### src/rtl/ptab_pkg.sv
package ptab_pkg;

    typedef enum logic [1:0] {
        PM_KEEP     = 2'd0,
        PM_POST_INC = 2'd1,
        PM_POST_DEC = 2'd2,
        PM_PRE_INC  = 2'd3
    } ptr_mode_e;

    typedef enum logic [1:0] {
        SEL_LOW   = 2'd0,
        SEL_HIGH  = 2'd1,
        SEL_UPPER = 2'd2,
        SEL_LATCH = 2'd3
    } reg_sel_e;

    typedef enum logic [1:0] {
        ST_IDLE   = 2'd0,
        ST_RD_REQ = 2'd1,
        ST_RD_CAP = 2'd2,
        ST_WR_PUT = 2'd3
    } seq_state_e;

endpackage

### src/rtl/ptab_ptr_math.sv
module ptab_ptr_math
    import ptab_pkg::*;
#(
    parameter int PTR_W   = 22,
    parameter int SPACE_W = 21
) (
    input  logic [PTR_W-1:0] ptr_i,
    input  logic [1:0]       mode_i,
    output logic [PTR_W-1:0] acc_o,
    output logic [PTR_W-1:0] next_o
);
    localparam int CFG_W = PTR_W - SPACE_W;
    localparam logic [SPACE_W-1:0] ONE = {{(SPACE_W-1){1'b0}}, 1'b1};

    logic [CFG_W-1:0]   cfg_bits;
    logic [SPACE_W-1:0] low_bits;
    logic [PTR_W-1:0]   inc_ptr;
    logic [PTR_W-1:0]   dec_ptr;

    always_comb begin
        cfg_bits = ptr_i[PTR_W-1:SPACE_W];
        low_bits = ptr_i[SPACE_W-1:0];
        inc_ptr  = {cfg_bits, low_bits + ONE};
        dec_ptr  = {cfg_bits, low_bits - ONE};
        case (ptr_mode_e'(mode_i))
            PM_KEEP: begin
                acc_o  = ptr_i;
                next_o = ptr_i;
            end
            PM_POST_INC: begin
                acc_o  = ptr_i;
                next_o = inc_ptr;
            end
            PM_POST_DEC: begin
                acc_o  = ptr_i;
                next_o = dec_ptr;
            end
            default: begin
                acc_o  = inc_ptr;
                next_o = inc_ptr;
            end
        endcase
    end

    // the configuration bits are never altered by the arithmetic
    always_comb begin
        a_r7_cfg_untouched: assert (next_o[PTR_W-1:SPACE_W] == ptr_i[PTR_W-1:SPACE_W]);
    end

endmodule

### src/rtl/ptab_regs.sv
module ptab_regs
    import ptab_pkg::*;
#(
    parameter int PTR_W  = 22,
    parameter int DATA_W = 8
) (
    input  logic              clk,
    input  logic              rst_n,
    input  logic              sw_we_i,
    input  logic [1:0]        sw_sel_i,
    input  logic [DATA_W-1:0] sw_wdata_i,
    input  logic              lock_i,
    input  logic              upd_en_i,
    input  logic [PTR_W-1:0]  upd_ptr_i,
    input  logic              lat_ld_i,
    input  logic [DATA_W-1:0] lat_val_i,
    output logic [PTR_W-1:0]  ptr_o,
    output logic [DATA_W-1:0] lat_o,
    output logic [DATA_W-1:0] rdata_o
);
    localparam int SLOTS  = (PTR_W + DATA_W - 1) / DATA_W;
    localparam int WIDE_W = SLOTS * DATA_W;

    typedef struct packed {
        logic [PTR_W-1:0]  ptr;
        logic [DATA_W-1:0] lat;
    } regs_t;

    regs_t r_d, r_q;

    logic [WIDE_W-1:0] wide_ptr;
    logic [DATA_W-1:0] slot_rd [SLOTS];
    logic [PTR_W-1:0]  ptr_wr;

    assign wide_ptr = WIDE_W'(r_q.ptr);

    for (genvar g = 0; g < SLOTS; g++) begin : g_slot
        assign slot_rd[g] = wide_ptr[g*DATA_W +: DATA_W];
    end

    always_comb begin
        ptr_wr = r_q.ptr;
        for (int i = 0; i < PTR_W; i++) begin
            if ((i / DATA_W) == int'(sw_sel_i)) begin
                ptr_wr[i] = sw_wdata_i[i % DATA_W];
            end
        end
    end

    always_comb begin
        r_d = r_q;
        if (sw_we_i && !lock_i) begin
            if (reg_sel_e'(sw_sel_i) == SEL_LATCH) begin
                r_d.lat = sw_wdata_i;
            end else begin
                r_d.ptr = ptr_wr;
            end
        end
        if (upd_en_i) begin
            r_d.ptr = upd_ptr_i;
        end
        if (lat_ld_i) begin
            r_d.lat = lat_val_i;
        end
    end

    always_ff @(posedge clk or negedge rst_n) begin
        if (!rst_n) begin
            r_q <= '0;
        end else begin
            r_q <= r_d;
        end
    end

    always_comb begin
        case (reg_sel_e'(sw_sel_i))
            SEL_LOW:   rdata_o = slot_rd[0];
            SEL_HIGH:  rdata_o = slot_rd[1];
            SEL_UPPER: rdata_o = slot_rd[2];
            default:   rdata_o = r_q.lat;
        endcase
    end

    assign ptr_o = r_q.ptr;
    assign lat_o = r_q.lat;

    // while locked, only the access itself may change the state
    a_r11_locked_regs: assert property (@(posedge clk) disable iff (!rst_n)
        (lock_i && !upd_en_i && !lat_ld_i) |=> ($stable(r_q.ptr) && $stable(r_q.lat)));

    // the configuration bit survives every pointer update
    a_r7_cfg_kept: assert property (@(posedge clk) disable iff (!rst_n)
        upd_en_i |=> (r_q.ptr[PTR_W-1] == $past(r_q.ptr[PTR_W-1])));

    // unused upper register bits read as zero
    a_r2_upper_zero: assert property (@(posedge clk) disable iff (!rst_n)
        (sw_sel_i == 2'd2) |-> ((rdata_o >> (PTR_W - 2*DATA_W)) == '0));

endmodule

### src/rtl/ptab_ctrl.sv
module ptab_ctrl
    import ptab_pkg::*;
#(
    parameter int PTR_W  = 22,
    parameter int DATA_W = 8
) (
    input  logic                clk,
    input  logic                rst_n,
    input  logic                cmd_valid_i,
    input  logic                cmd_write_i,
    input  logic [PTR_W-1:0]    acc_i,
    input  logic [PTR_W-1:0]    next_i,
    input  logic [DATA_W-1:0]   lat_i,
    input  logic [2*DATA_W-1:0] mem_rdata_i,
    output logic                busy_o,
    output logic                lock_o,
    output logic                mem_rd_en_o,
    output logic [PTR_W-2:0]    mem_addr_o,
    output logic                hold_wr_en_o,
    output logic [PTR_W-2:0]    hold_addr_o,
    output logic                hold_hi_o,
    output logic [DATA_W-1:0]   hold_wdata_o,
    output logic                upd_en_o,
    output logic [PTR_W-1:0]    upd_ptr_o,
    output logic                lat_ld_o,
    output logic [DATA_W-1:0]   lat_val_o
);
    typedef struct packed {
        seq_state_e       st;
        logic [PTR_W-1:0] acc;
        logic [PTR_W-1:0] nxt;
    } seq_t;

    seq_t s_d, s_q;
    logic accept;

    assign accept = (s_q.st == ST_IDLE) && cmd_valid_i;

    always_comb begin
        s_d = s_q;
        case (s_q.st)
            ST_IDLE: begin
                if (cmd_valid_i) begin
                    s_d.acc = acc_i;
                    s_d.nxt = next_i;
                    s_d.st  = cmd_write_i ? ST_WR_PUT : ST_RD_REQ;
                end
            end
            ST_RD_REQ: s_d.st = ST_RD_CAP;
            default:   s_d.st = ST_IDLE;
        endcase
    end

    always_ff @(posedge clk or negedge rst_n) begin
        if (!rst_n) begin
            s_q <= '{st: ST_IDLE, acc: '0, nxt: '0};
        end else begin
            s_q <= s_d;
        end
    end

    always_comb begin
        busy_o       = (s_q.st != ST_IDLE);
        lock_o       = busy_o || accept;
        mem_rd_en_o  = (s_q.st == ST_RD_REQ);
        mem_addr_o   = s_q.acc[PTR_W-1:1];
        hold_wr_en_o = (s_q.st == ST_WR_PUT);
        hold_addr_o  = s_q.acc[PTR_W-1:1];
        hold_hi_o    = s_q.acc[0];
        hold_wdata_o = lat_i;
        lat_ld_o     = (s_q.st == ST_RD_CAP);
        upd_en_o     = lat_ld_o || hold_wr_en_o;
        upd_ptr_o    = s_q.nxt;
        lat_val_o    = s_q.acc[0] ? mem_rdata_i[2*DATA_W-1:DATA_W]
                                  : mem_rdata_i[DATA_W-1:0];
    end

    // the latch is loaded exactly one cycle after the read request
    a_r3_read_latency: assert property (@(posedge clk) disable iff (!rst_n)
        mem_rd_en_o |=> (lat_ld_o && !mem_rd_en_o));

    // a write occupies a single busy cycle
    a_r5_write_single: assert property (@(posedge clk) disable iff (!rst_n)
        hold_wr_en_o |=> !hold_wr_en_o);

    // an access always ends idle, whatever arrives meanwhile
    a_r10_end_idle: assert property (@(posedge clk) disable iff (!rst_n)
        upd_en_o |=> !mem_rd_en_o && !hold_wr_en_o && !lat_ld_o);

    // read and write strobes never overlap
    a_r3_one_strobe: assert property (@(posedge clk) disable iff (!rst_n)
        !(mem_rd_en_o && hold_wr_en_o));

endmodule

### src/rtl/prog_table_access.sv
module prog_table_access #(
    parameter int PTR_W   = 22,
    parameter int SPACE_W = 21,
    parameter int DATA_W  = 8
) (
    input  logic                clk,
    input  logic                rst_n,
    input  logic                reg_we,
    input  logic [1:0]          reg_sel,
    input  logic [DATA_W-1:0]   reg_wdata,
    output logic [DATA_W-1:0]   reg_rdata,
    input  logic                cmd_valid,
    input  logic                cmd_write,
    input  logic [1:0]          cmd_mode,
    output logic                busy,
    output logic                mem_rd_en,
    output logic [PTR_W-2:0]    mem_addr,
    input  logic [2*DATA_W-1:0] mem_rdata,
    output logic                hold_wr_en,
    output logic [PTR_W-2:0]    hold_addr,
    output logic                hold_hi_sel,
    output logic [DATA_W-1:0]   hold_wdata
);
    logic [PTR_W-1:0]  ptr;
    logic [DATA_W-1:0] lat;
    logic [PTR_W-1:0]  acc_ptr;
    logic [PTR_W-1:0]  next_ptr;
    logic              lock;
    logic              upd_en;
    logic [PTR_W-1:0]  upd_ptr;
    logic              lat_ld;
    logic [DATA_W-1:0] lat_val;

    ptab_ptr_math #(.PTR_W(PTR_W), .SPACE_W(SPACE_W)) u_math (
        .ptr_i  (ptr),
        .mode_i (cmd_mode),
        .acc_o  (acc_ptr),
        .next_o (next_ptr)
    );

    ptab_regs #(.PTR_W(PTR_W), .DATA_W(DATA_W)) u_regs (
        .clk        (clk),
        .rst_n      (rst_n),
        .sw_we_i    (reg_we),
        .sw_sel_i   (reg_sel),
        .sw_wdata_i (reg_wdata),
        .lock_i     (lock),
        .upd_en_i   (upd_en),
        .upd_ptr_i  (upd_ptr),
        .lat_ld_i   (lat_ld),
        .lat_val_i  (lat_val),
        .ptr_o      (ptr),
        .lat_o      (lat),
        .rdata_o    (reg_rdata)
    );

    ptab_ctrl #(.PTR_W(PTR_W), .DATA_W(DATA_W)) u_ctrl (
        .clk          (clk),
        .rst_n        (rst_n),
        .cmd_valid_i  (cmd_valid),
        .cmd_write_i  (cmd_write),
        .acc_i        (acc_ptr),
        .next_i       (next_ptr),
        .lat_i        (lat),
        .mem_rdata_i  (mem_rdata),
        .busy_o       (busy),
        .lock_o       (lock),
        .mem_rd_en_o  (mem_rd_en),
        .mem_addr_o   (mem_addr),
        .hold_wr_en_o (hold_wr_en),
        .hold_addr_o  (hold_addr),
        .hold_hi_o    (hold_hi_sel),
        .hold_wdata_o (hold_wdata),
        .upd_en_o     (upd_en),
        .upd_ptr_o    (upd_ptr),
        .lat_ld_o     (lat_ld),
        .lat_val_o    (lat_val)
    );

    // no memory strobe while idle
    a_r1_idle_quiet: assert property (@(posedge clk) disable iff (!rst_n)
        !busy |-> (!mem_rd_en && !hold_wr_en));

endmodule

### config.mk
export PLATFORM = sky130hd
export DESIGN_NAME = prog_table_access
export DESIGN_NICKNAME = d
export VERILOG_FILES = /design/src/rtl/ptab_pkg.sv /design/src/rtl/ptab_ptr_math.sv /design/src/rtl/ptab_regs.sv /design/src/rtl/ptab_ctrl.sv /design/src/rtl/prog_table_access.sv
export SDC_FILE = /design/constraint.sdc
export NUM_CORES = 1
export LEC_CHECK = 0
export ABC_AREA = 1
export BUFFER_PORTS_ARGS = -buffer_cell sky130_fd_sc_hd__buf_4
export CORE_UTILIZATION = 57
export CTS_BUF_LIST = sky130_fd_sc_hd__clkbuf_16
export DETAILED_ROUTE_END_ITERATION = 6
export HOLD_SLACK_MARGIN = 0.03
export PLACE_DENSITY_LB_ADDON = 0.05
export SETUP_SLACK_MARGIN = 0.15
export SLEW_MARGIN = 0
export SYNTH_ARGS = -nofsm -noshare
export SYNTH_HDL_FRONTEND = slang
export SYNTH_SLANG_ARGS = --single-unit
### constraint.sdc
create_clock -name clk -period 5.5 [get_ports clk]
set_clock_uncertainty 0.2 [all_clocks]
set_input_delay 0.825 -clock clk [delete_from_list [all_inputs] [get_ports clk]]
set_output_delay 0.825 -clock clk [all_outputs]
set_load 0.01 [all_outputs]
==> results of run 1 <==
[report_power, final]
group	switching (mW)	leakage (nW)	internal (mW)	total [mW]
clock network	0.258	0.152	0.401	0.659
registers	0.356	0.922	0.782	1.14
logic	0.738	1.76	0.520	1.26
[per-stage QoR]
stage	cells	util (%)	power (mW)	hold slack, ns
2_1_floorplan	760	-	1.99	0.249
3_3_place_gp	882	62.6	2.34	0.264
3_5_place_dp	882	62.6	2.37	0.273
4_1_cts	898	66.3	3.03	0.289
5_1_grt	898	66.3	3.25	0.309
6_report	898	66.3	3.05	0.286
[cell type report]
type | instances | area (um^2)
Sequential cell | 75 | 1880
Tap cell | 108 | 135
Clock inverter | 7 | 98.8
Timing Repair Buffer | 97 | 728
Fill cell | 810 | 2940
Inverter | 61 | 229
Multi-Input combinational cell | 541 | 2490
Clock buffer | 9 | 225
[worst max-delay path, cell delays in order]
cell     delay (ns)
buf_4          0.09
inv_1          0.06
nor2_1         0.28
inv_1          0.12
o22ai_1        0.12
a21oi_1        0.07
o21ai_0        0.11
buf_4          0.15
[per-layer routing]
metal  part of all wire [%]  up-vias
li1                       -     2466
met1                     42     2441
met2                     45      294
met3                    9.7       36
met4                    3.6        0
met5                      0        -
[worst paths after layout]
check                                     from                     end  slack, ns  depth (start not counted)
setup reg to reg                u_ctrl.s_q[45]  u_ctrl.hold_addr_o[12]       2.76                         10
setup / recovery                    reg_sel[1]            reg_rdata[1]       2.65                          8
hold / removal             u_ctrl.upd_ptr_o[8]     u_ctrl.upd_ptr_o[8]       0.29                          2
min in group asynchronous                rst_n     u_ctrl.upd_ptr_o[3]       0.43                          1
max in group asynchronous                rst_n     u_ctrl.upd_ptr_o[9]       4.07                          1
hold reg to reg            u_ctrl.upd_ptr_o[8]     u_ctrl.upd_ptr_o[8]       0.29                          2
[sequential cells by signal (all words and copies together) (netlist names)]
register            cells
u_ctrl.hold_hi_o        1
u_regs.lat_o            8
u_ctrl.upd_ptr_o       21
u_regs.ptr_o           22
u_ctrl.hold_addr_o     21
u_ctrl.s_q              2
[cell usage in the layout, fill, tap and decap left out]
master	synthesis	final
a21o_1	1	1
a21oi_1	63	63
a21oi_2	1	1
a221oi_1	1	1
a31oi_1	6	6
a31oi_2	1	1
and2_1	1	1
buf_4	44	97
bufinv_16	0	2
clkbuf_16	0	9
clkinv_1	0	1
clkinvlp_4	0	2
dfrtp_1	75	75
ha_1	2	2
inv_1	56	56
inv_2	5	5
inv_6	0	1
inv_8	0	1
nand2_1	212	212
nand2_2	1	1
nand3_1	42	42
nand3_2	1	1
nand4_1	7	7
nor2_1	97	96
nor2_2	7	8
nor2_4	2	2
nor3_1	1	1
nor3_2	1	1
o2111ai_1	4	4
o21ai_0	54	54
o21ai_1	14	14
o21ai_2	1	1
o221ai_1	2	2
o22ai_1	6	6
xnor2_1	1	1
xor2_1	12	12
[cell families (layout without fill, tap and decap cells)]
family	Yosys count	after routing
flip-flops	75	75
AND/OR/NAND/NOR	372	372
XOR/XNOR	13	13
buffers and inverters	144	174
adder cells (fa/ha/maj)	2	2
AO/OA/AOI/OAI	154	154
==> impl_metrics.ini, run 1 <==
[outcome]
outcome = finished, final reports clean

[floorplanning]
dieArea_um2 = 9370
dieWidth_um = 96.8
start_util_pct = 58.7
die_h_um = 96.8
ios = 95
core_um2 = 8720
rows = 34

[power]
ir_worst_vdd_v = 0.000281
leakage_nw = 2.84
powerDensity_nw_per_um2 = 528

[synth]
synth_top_area_cell = dfrtp_1
post_synth_and_or_nand_nor_area_fraction_pct = 29.6
ys_ff_latch = 75
synthTopCellsByArea = dfrtp_1 (37%), nand2_1 (16%), nor2_1 (7.1%)
synthTopCellsByCount = nand2_1 (212), nor2_1 (97), dfrtp_1 (75), a21oi_1 (63), inv_1 (56)
yosysSeqAreaShare_pct = 36.7
synth-edff-count = 0
synthCells = 760
synth_warnings = 0
synthDistinctLibCells = 35
synthAdderAreaFrac_pct = 0.489
synth_mux_area_share_pct = 0
ys_async_sr_fraction_pct = 100
yosysTopAreaCellShare_pct = 36.7
synth_xor_area_share_pct = 2.22
synth_compound_area_share_pct = 16.2
synth.most_common_cell = nand2_1
avgSynthCellArea_um2 = 6.74
synth_top_family_by_area = simple AND/OR/NAND/NOR gates
synth_fp_nets = 795
synthFlopType = dfrtp_1
syn-cell-area_um2 = 5120

[cells_and_area]
n_antenna_cell = 0
drive_gt1_share_pct = 16.8
syn2layout_area_growth_pct = 12.9
design_area_um2 = 5780
layout.nets = 820

[setup_path]
critical_path_required_ns = 4.47
start_kind = input pin
worst-setup-path-type = input pin to output pin
end_kind = output pin
worstPathArrival_ns = 1.83
path_max_fanout = 6

[timing]
tightestPinTransition_ns = 0.925
fin_crit_sh_pct = 51.9
rsz0062_at_grt = false
fmax_ghz = 0.351
worst_slack_ns = 2.65
setup-tns-final_ns = 0
slew_viol_final = 0
final.min_clock_period_ns = 2.85
setup_viol = 0
maxSlewHeadroom_pct = 38.2
hold_viol = 0

[run]
maxCapViolCount = 0

[place]
place_congestion = 0.987
place_hpwl_mm = 11.1
io_buffer_count = 94
placed_cell_area_um2 = 5460
dpl_worst_slack_ns = 2.53

[cts]
ctsLongestPathBuffers = 2
cts.clk_slew.worst_paths_ns = 0.07
cts_tree = done
numCtsBuffers = 9
htreeDepth = 3
clock_latency_ns = 0.34
cts_num_sinks = 75
cts_setup_buffers = 0
cts_root_buf = clkbuf_16
post_cts_resize_count = 0
ctsHoldBuffers = 0

[detailed_routing]
firstDrtPassIters = 5
route.detailed.drc = 0
dr_total_vias = 5237
via_per_inst = 5.83
wirelength_mm = 15.7
wl_per_cell_um = 17.4
drtIter0Drc = 388
antenna_left = 0

[global_route]
grt_pass1_wl_mm = 25.7
grtUsageMet3_pct = 7.73
use_met1_pct = 48.2
grt-ovfl-total = 0
grt_antenna_before_repair = 0
grt_max_degree = 76
track_usage_pct = 35.0
top_usage_layer = met2
grt_pass1_vias = 4987
grtUsageMet2_pct = 52.8

[hold_path]
hp-class = flip-flop to flip-flop
(Power assumes the default switching activity.)
==> run 2, diff against run 1 <==
clock period = 3 ns   (was 5.5 ns; I/O delays follow)
==> run 2 against run 1 <==
Compared with the run above:
- routed wire length down 1.9%
- non-clock buffer count is 1 higher
- count of clock-buffer cells in the layout unchanged
- power grew 78%
- first-iteration DRC count rose by 4.4%
- critical path depth is 3 lower
- hold slack got worse by 0.22 ns
- die area unchanged
- critical path type is now flip-flop to output pin
- critical endpoint unchanged
- largest cell class unchanged
==> impl_metrics.ini, run 2 (synthesis gave the netlist of run 1 again) <==
[setup_path]
crit_chain = inv_1, o22ai_1, a21oi_1, o21ai_0, buf_4
worst-setup-path-type = flip-flop to output pin
cp_slowest_cell = dfrtp_1
crit_buf_inv = 2
worstPathArrival_ns = 1.59
end_kind = output pin
critPathMaxStageDelay_ns = 0.57
critical_path_required_ns = 2.35
path_max_fanout = 9
path_delay_family = flip-flops
start_kind = flip-flop

[place]
place_congestion = 0.969
io_buffer_count = 94
place_hpwl_mm = 11.1
placed_cell_area_um2 = 5470
dpl_worst_slack_ns = 0.867

[cells_and_area]
seq_area_um2 = 1880
final_common_cell = nand2_1
fillers = 790
layout.nets = 821
syn2layout_area_growth_pct = 12.5
largest_reg_flops = 22
design_area_um2 = 5760
mostFrequentLayoutCells = nand2_1 (212), buf_4 (98), nor2_1 (96)
multi_input_area_um2 = 2490
n_antenna_cell = 0
drive_gt1_share_pct = 16.9

[timing]
maxSlewHeadroom_pct = 36.1
fmax_ghz = 0.446
rsz0062_at_grt = false
hold_viol = 0
setup_viol = 0
tightestPinTransition_ns = 0.958
worst_slack_ns = 0.758
fin_crit_sh_pct = 74.7
setup-tns-final_ns = 0
slew_viol_final = 0
final.min_clock_period_ns = 2.24

[floorplanning]
rows = 34
die_h_um = 96.8
dieWidth_um = 96.8
ios = 95
start_util_pct = 58.7
dieArea_um2 = 9370
core_um2 = 8720

[cts]
cts_setup_buffers = 0
numCtsBuffers = 9
ctsLongestPathBuffers = 2
cts_tree = done
htreeDepth = 3
cts_num_sinks = 75
clock_latency_ns = 0.34
post_cts_resize_count = 0
cts.clk_slew.worst_paths_ns = 0.06
ctsHoldBuffers = 0
cts_root_buf = clkbuf_16

[global_route]
track_usage_pct = 34.1
use_met1_pct = 45.6
grtUsageMet3_pct = 6.94
grt_pass1_wl_mm = 24.9
grtUsageMet2_pct = 52.6
grt-ovfl-total = 0
grt_antenna_before_repair = 0
top_usage_layer = met2
grt_max_degree = 76
grt_pass1_vias = 4886

[detailed_routing]
dr_total_vias = 5127
firstDrtPassIters = 7
drtIter0Drc = 405
wl_per_cell_um = 17.1
antenna_left = 0
via_per_inst = 5.70
wirelength_mm = 15.4
route.detailed.drc = 0

[power]
ir_worst_vdd_v = 0.000490
powerDensity_nw_per_um2 = 942
leakage_nw = 2.84
total_power_mw = 5.43

[run]
maxCapViolCount = 0

[outcome]
outcome = finished, final reports clean

[hold_path]
hp-class = input pin to async pin
-- run 2: worst reg2reg max path: stages (launching register included) --
cell and delay, ns:
dfrtp_1 0.34, buf_4 0.41, nand2_1 0.38, inv_1 0.28, o21ai_0 0.12, o22ai_1 0.13, nand2_1 0.07, o21ai_0 0.11
-- run 2: layout make-up --
type,count,share of cell area [%]
inverter,61,3.98
tap,108,2.35
clock inverter,7,1.19
multi-input combinational,541,43.2
sequential,75,32.6
clock buffer,9,3.91
timing repair buffer,98,12.8
-- run 2: per-stage QoR --
stage	hold WS (ns)	cells	utilization, %
CTS	0.0968	899	66.0
floorplan	-0.0456	760	-
global placement	0.264	883	62.7
detailed placement	0.265	883	62.7
finish	0.0639	899	66.0
global route	0.149	899	66.0
-- run 2: final timing paths --
check,cells past startpoint,endpoint,slack [ns],from
hold reg to reg,2,u_ctrl.upd_ptr_o[11],0.28,u_ctrl.upd_ptr_o[11]
setup / recovery,5,reg_rdata[1],0.76,u_regs.ptr_o[9]
hold / removal,1,u_regs.ptr_o[2],0.06,rst_n
max in group asynchronous,1,u_ctrl.hold_addr_o[18],1.92,rst_n
setup reg to reg,7,u_regs.lat_o[6],0.86,u_ctrl.s_q[45]
min in group clk,3,u_ctrl.s_q[45],0.16,cmd_valid
-- run 2: where the power goes --
| part | total (mW) | switching [mW] | internal (mW) |
|---|---|---|---|
| combinational | 2.32 | 1.36 | 0.954 |
| sequential | 2.02 | 0.583 | 1.44 |
| clock | 1.09 | 0.447 | 0.642 |
-- run 2: per-layer routing --
metal  wire length (um)  share of wire (%)  vias to the layer above
met4                631                4.1                        0
li1                   -                  -                     2457
met1               6670                 43                     2378
met3               1330                8.7                       39
met2               6740                 44                      253
met5                  0                  0                        -
